===== src/rtl/cmpout_pkg.sv =====
package cmpout_pkg;
   typedef enum logic {
      SYNC_BYPASS = 1'b0,
      SYNC_TIMER  = 1'b1
   } sync_mode_e;
endpackage


===== src/rtl/cmpout_edge_det.sv =====
// Falling-edge detector for an external clock sampled in the system domain.
module cmpout_edge_det #(
   parameter int STAGES = 2
) (
   input  logic clk,
   input  logic rst_n,
   input  logic ext_in,
   output logic fall_pulse
);
   localparam int LAST = STAGES - 1;

   logic [LAST:0] shr;

   generate
      if (STAGES < 2) begin : g_bad_stages
         $error("cmpout_edge_det needs at least two stages");
      end
   endgenerate

   always_ff @(posedge clk or negedge rst_n) begin
      if (!rst_n) shr <= '0;
      else        shr <= {shr[LAST-1:0], ext_in};
   end

   assign fall_pulse = shr[LAST] & ~shr[LAST-1];
endmodule


===== src/rtl/cmpout_chan.sv =====
// One comparator channel: gate, polarity, phase register, read snapshot, flag.
module cmpout_chan (
   input  logic clk,
   input  logic rst_n,
   input  logic raw,
   input  logic en,
   input  logic inv,
   input  logic follow,
   input  logic rd_cap,
   input  logic clr,
   output logic out_q,
   output logic snap_q,
   output logic flag_q
);
   logic gated;
   logic polar;

   assign gated = raw & en;
   assign polar = gated ^ inv;

   always_ff @(posedge clk or negedge rst_n) begin
      if (!rst_n)      out_q <= 1'b0;
      else if (follow) out_q <= polar;
   end

   always_ff @(posedge clk or negedge rst_n) begin
      if (!rst_n)      snap_q <= 1'b0;
      else if (rd_cap) snap_q <= out_q;
   end

   always_ff @(posedge clk or negedge rst_n) begin
      if (!rst_n)               flag_q <= 1'b0;
      else if (out_q != snap_q) flag_q <= 1'b1;
      else if (clr)             flag_q <= 1'b0;
   end
endmodule


===== src/rtl/cmpout_sync_unit.sv =====
module cmpout_sync_unit
   import cmpout_pkg::*;
#(
   parameter int N_CH    = 2,
   parameter int SYNC_CH = 1,
   parameter int DET_STG = 2
) (
   input  logic            clk,
   input  logic            rst_n,
   input  logic [N_CH-1:0] cmp_raw,
   input  logic [N_CH-1:0] cmp_en,
   input  logic [N_CH-1:0] cmp_inv,
   input  logic            ph_q1,
   input  logic            ph_q3,
   input  logic            sleep_mode,
   input  logic            reg_rd,
   input  logic [N_CH-1:0] flag_clr,
   input  logic            tmr_clk,
   input  logic            sync_sel,
   output logic [N_CH-1:0] cmp_out,
   output logic [N_CH-1:0] per_out,
   output logic [N_CH-1:0] rd_data,
   output logic [N_CH-1:0] chg_flag,
   output logic [N_CH-1:0] shdn_out
);
   localparam bit HAS_SYNC = (SYNC_CH >= 0) && (SYNC_CH < N_CH);

   generate
      if (N_CH < 1) begin : g_bad_nch
         $error("cmpout_sync_unit needs at least one channel");
      end
      if (!HAS_SYNC) begin : g_bad_sync
         $error("SYNC_CH must select an existing channel");
      end
   endgenerate

   logic       follow;
   logic       rd_cap;
   logic       tmr_fall;
   sync_mode_e mode;

   assign follow = ph_q1 | sleep_mode;
   assign rd_cap = reg_rd & ph_q3;
   assign mode   = sync_mode_e'(sync_sel);

   cmpout_edge_det #(.STAGES(DET_STG)) edge_i (
      .clk        (clk),
      .rst_n      (rst_n),
      .ext_in     (tmr_clk),
      .fall_pulse (tmr_fall)
   );

   for (genvar i = 0; i < N_CH; i++) begin : g_ch
      cmpout_chan chan_i (
         .clk    (clk),
         .rst_n  (rst_n),
         .raw    (cmp_raw[i]),
         .en     (cmp_en[i]),
         .inv    (cmp_inv[i]),
         .follow (follow),
         .rd_cap (rd_cap),
         .clr    (flag_clr[i]),
         .out_q  (cmp_out[i]),
         .snap_q (rd_data[i]),
         .flag_q (chg_flag[i])
      );

      // Fault line comes from the live output, never from the flag.
      assign shdn_out[i] = cmp_out[i];

      if (i == SYNC_CH) begin : g_sync
         logic tsync_q;
         always_ff @(posedge clk or negedge rst_n) begin
            if (!rst_n)        tsync_q <= 1'b0;
            else if (tmr_fall) tsync_q <= cmp_out[i];
         end
         assign per_out[i] = (mode == SYNC_TIMER) ? tsync_q : cmp_out[i];
      end else begin : g_plain
         assign per_out[i] = cmp_out[i];
      end
   end
endmodule


===== config.mk =====
export PLATFORM = sky130hd
export DESIGN_NAME = cmpout_sync_unit
export DESIGN_NICKNAME = d
export VERILOG_FILES = /design/src/rtl/cmpout_pkg.sv /design/src/rtl/cmpout_edge_det.sv /design/src/rtl/cmpout_chan.sv /design/src/rtl/cmpout_sync_unit.sv
export SDC_FILE = /design/constraint.sdc
export NUM_CORES = 1
export LEC_CHECK = 0
export BUFFER_PORTS_ARGS = -buffer_cell sky130_fd_sc_hd__buf_2
export CAP_MARGIN = 30
export CELL_PAD_IN_SITES_DETAIL_PLACEMENT = 0
export CELL_PAD_IN_SITES_GLOBAL_PLACEMENT = 2
export CORE_MARGIN = 5
export CORE_UTILIZATION = 25
export DETAILED_ROUTE_END_ITERATION = 7
export PLACE_DENSITY_LB_ADDON = 0.15
export SLEW_MARGIN = 20
export SYNTH_ARGS = -nofsm -noshare
export SYNTH_HDL_FRONTEND = slang
export SYNTH_SLANG_ARGS = --single-unit
export TNS_END_PERCENT = 50

===== constraint.sdc =====
create_clock -name clk -period 2 [get_ports clk]
set_input_delay 0.1 -clock clk [delete_from_list [all_inputs] [get_ports clk]]
set_output_delay 0.1 -clock clk [all_outputs]
set_load 0.01 [all_outputs]

==> results.cfg <==
[global_route]
grt_max_degree = 10
antenna_found_initial = 0
overflow = 0
grtUsageTotal_pct = 7.37
grt_pass1_vias = 313
grt_pass1_wl_mm = 1.42

[sta]
slew_headroom_pct = 86.0
slew_violations = 0
worstMarginPinSlew_ps = 210
fin_setup_tns_ps = 0
fin_skew_ps = 4.95
setup_ws_ps = 784
timing.fmax_ghz = 0.823
setup_viol_count_final = 0
rsz0062_at_grt = false
fin_crit_sh_pct = 60.8
holdWs_ps = 133
hold_violations = 0
period_needed_ps = 1220

[power_and_ir_drop]
power.switching_uw = 138
p_leak_nw = 0.302
combinationalPowerShare_pct = 25.4
ir_worst_vdd_mv = 0.371
power_density_nw_per_um2 = 814
power.total_uw = 499
sw_frac_of_total_pct = 27.6
pwr-share-seq_pct = 47.2
p_clk_share_pct = 27.5
internal-power_uw = 361

[logic_synthesis]
syn_avg_cell_area_um2 = 11.7
yosysSeqAreaShare_pct = 49.2
syn_inst = 39
syn-num-nets = 55
yosysWarnings = 0
synth_cell_types = 15
syn_area_um2 = 458
ys_ff_latch = 9

[detailed_routing]
wl_met2_um = 348
drtIter0Drc = 4
antenna_left = 0
routedWlPerCell_um = 9.70
num_vias = 347
vias_per_cell = 3.94
drc = 0
wirelength_um = 854
top_layer = met3
met1_length_um = 395
dr.pass1.iters = 2
wl_met3_um = 111

[critical_path]
crit_arrival_ps = 1120
critPathKind = flip-flop to primary output
required_ps = 1900
crit_path_end_kind = primary output
worstPathMaxFanout = 7
start_kind = flip-flop

[die]
initial_core_util_pct = 26.5
die_height_um = 52.8
die_area_um2 = 2790
placementRows = 15
fp.dieW_um = 52.8
pin_count = 26
core_um2 = 1730

[final_layout]
syn_to_final_growth_pct = 33.9
instances_no_fill = 88
drive_gt1_share_pct = 54.0
nets = 80
antenna_cells = 0
n_fill_cell = 195

[place]
dp.final_hpwl_um = 674
place_worst_setup_slack_ps = 1050
port_buffers = 25
place_congestion = 0.650
dp_cells = 80

[clocking]
clockBufferDepth = 2
cts.reportedPaths.clkPinSlew_ps = 60
cts_tree = done
htree_levels = 1
cts_buffers = 3
cts_setup_buffers = 0
cts-root-buf = clkbuf_4
clk_latency_ps = 250
cts.sinks = 9
ctsResizeCount = 0

[hold_path]
hold_path_class = input port to flip-flop

[run]
timing.max_cap.violations = 0

[run_status]
outcome = complete, no violations
## path summary, 6_finish.rpt
kind                                       from                     end  slack [ps]  cells past startpoint
max in group asynchronous                 rst_n  g_ch[1].g_sync.tsync_q        1600                      2
min in group asynchronous                 rst_n    g_ch[0].chan_i.out_q         220                      2
hold / removal                       cmp_inv[0]    g_ch[0].chan_i.out_q         130                      3
setup reg to reg                  edge_i.shr[0]  g_ch[1].g_sync.tsync_q        1080                      2
setup / recovery           g_ch[1].chan_i.out_q              per_out[1]         780                      2
hold reg to reg                   edge_i.shr[0]           edge_i.shr[1]         380                      0
## power by group through the flow
stage               registers, mW  logic [mW]  clock network [mW]
floorplan                   0.235       0.108                   0
global placement            0.239       0.124                   0
detailed placement          0.239       0.123                   0
CTS                         0.236       0.126               0.149
global route                0.241       0.139               0.161
finish                      0.235       0.127               0.137
## per-layer routing
layer / vias up / GRT usage, %
li1: 173 / -
met1: 157 / 9.40
met2: 17 / 9.30
met3: 0 / 5.41
met4: 0 / 2.55
met5: - / 0
## cell usage in the layout (no fill, tap or decap), types with 2 or more instances in the layout
| cell | instances |
|---|---|
| clkbuf_4 | 3 |
| nand3b_1 | 2 |
| inv_1 | 2 |
| mux2_2 | 2 |
| a21bo_2 | 2 |
| o21ai_0 | 2 |
| buf_2 | 25 |
| xnor2_1 | 2 |
| nor3_1 | 2 |
| dfrtp_1 | 9 |
| dlygate4sd3_1 | 4 |
| a31oi_1 | 2 |
## sequential cells by signal, summed over array words and instances (netlist names)
name,flops
g_ch.chan_i.out_q,2
edge_i.shr,2
g_ch.g_sync.tsync_q,1
g_ch.chan_i.snap_q,2
g_ch.chan_i.flag_q,2
## synthesized netlist by cell type (all sizes together)
master | instances | area (um2)
mux2 | 4 | 48.8
a21bo | 2 | 20.0
xnor2 | 2 | 17.5
nor3 | 2 | 10.0
or2 | 1 | 6.26
inv | 2 | 7.51
nand3b | 2 | 15.0
a31oi | 2 | 12.5
dfrtp | 9 | 225
nand2b | 1 | 13.8
nand2 | 1 | 3.75
buf | 9 | 67.6
o21ai | 2 | 10.0
## per-stage QoR
stage	utilization (%)	cell area [um2]
6_report	35.5	613
5_1_grt	35.5	613
4_1_cts	34.3	593
3_5_place_dp	31.7	547
3_3_place_gp	31.7	547
2_1_floorplan	-	458
## layout make-up
type | count | area (um2) | share of cell area (%)
clock buffers | 4 | 26.3 | 4.29
inverters | 2 | 7.51 | 1.22
multi-input cells | 19 | 158 | 25.7
flip-flops and latches | 9 | 225 | 36.7
well taps | 25 | 31.3 | 5.10
repair buffers | 29 | 165 | 26.9
## worst max-delay path, cell delays in order, from the launching register on
cell and delay, ps:
dfrtp_1 440, mux2_2 280, buf_2 140
## cell families (layout without fill, tap and decap cells)
logic type | Yosys count | after routing | synth area share [%]
muxes | 4 | 4 | 10.7
buffers and inverters | 11 | 35 | 16.4
DFF | 9 | 9 | 49.2
and+or+nand+nor | 7 | 7 | 10.7
AOI/OAI and AO/OA | 6 | 6 | 9.29
xor gates and xnor gates | 2 | 2 | 3.83
## what timing repair did
item,4_1_cts,5_1_grt
hold buffers,2,2
hold endpoints to repair,10,2
endpoints found under the setup margin,0,0
Note: power is estimated with default switching activity, not from simulation.
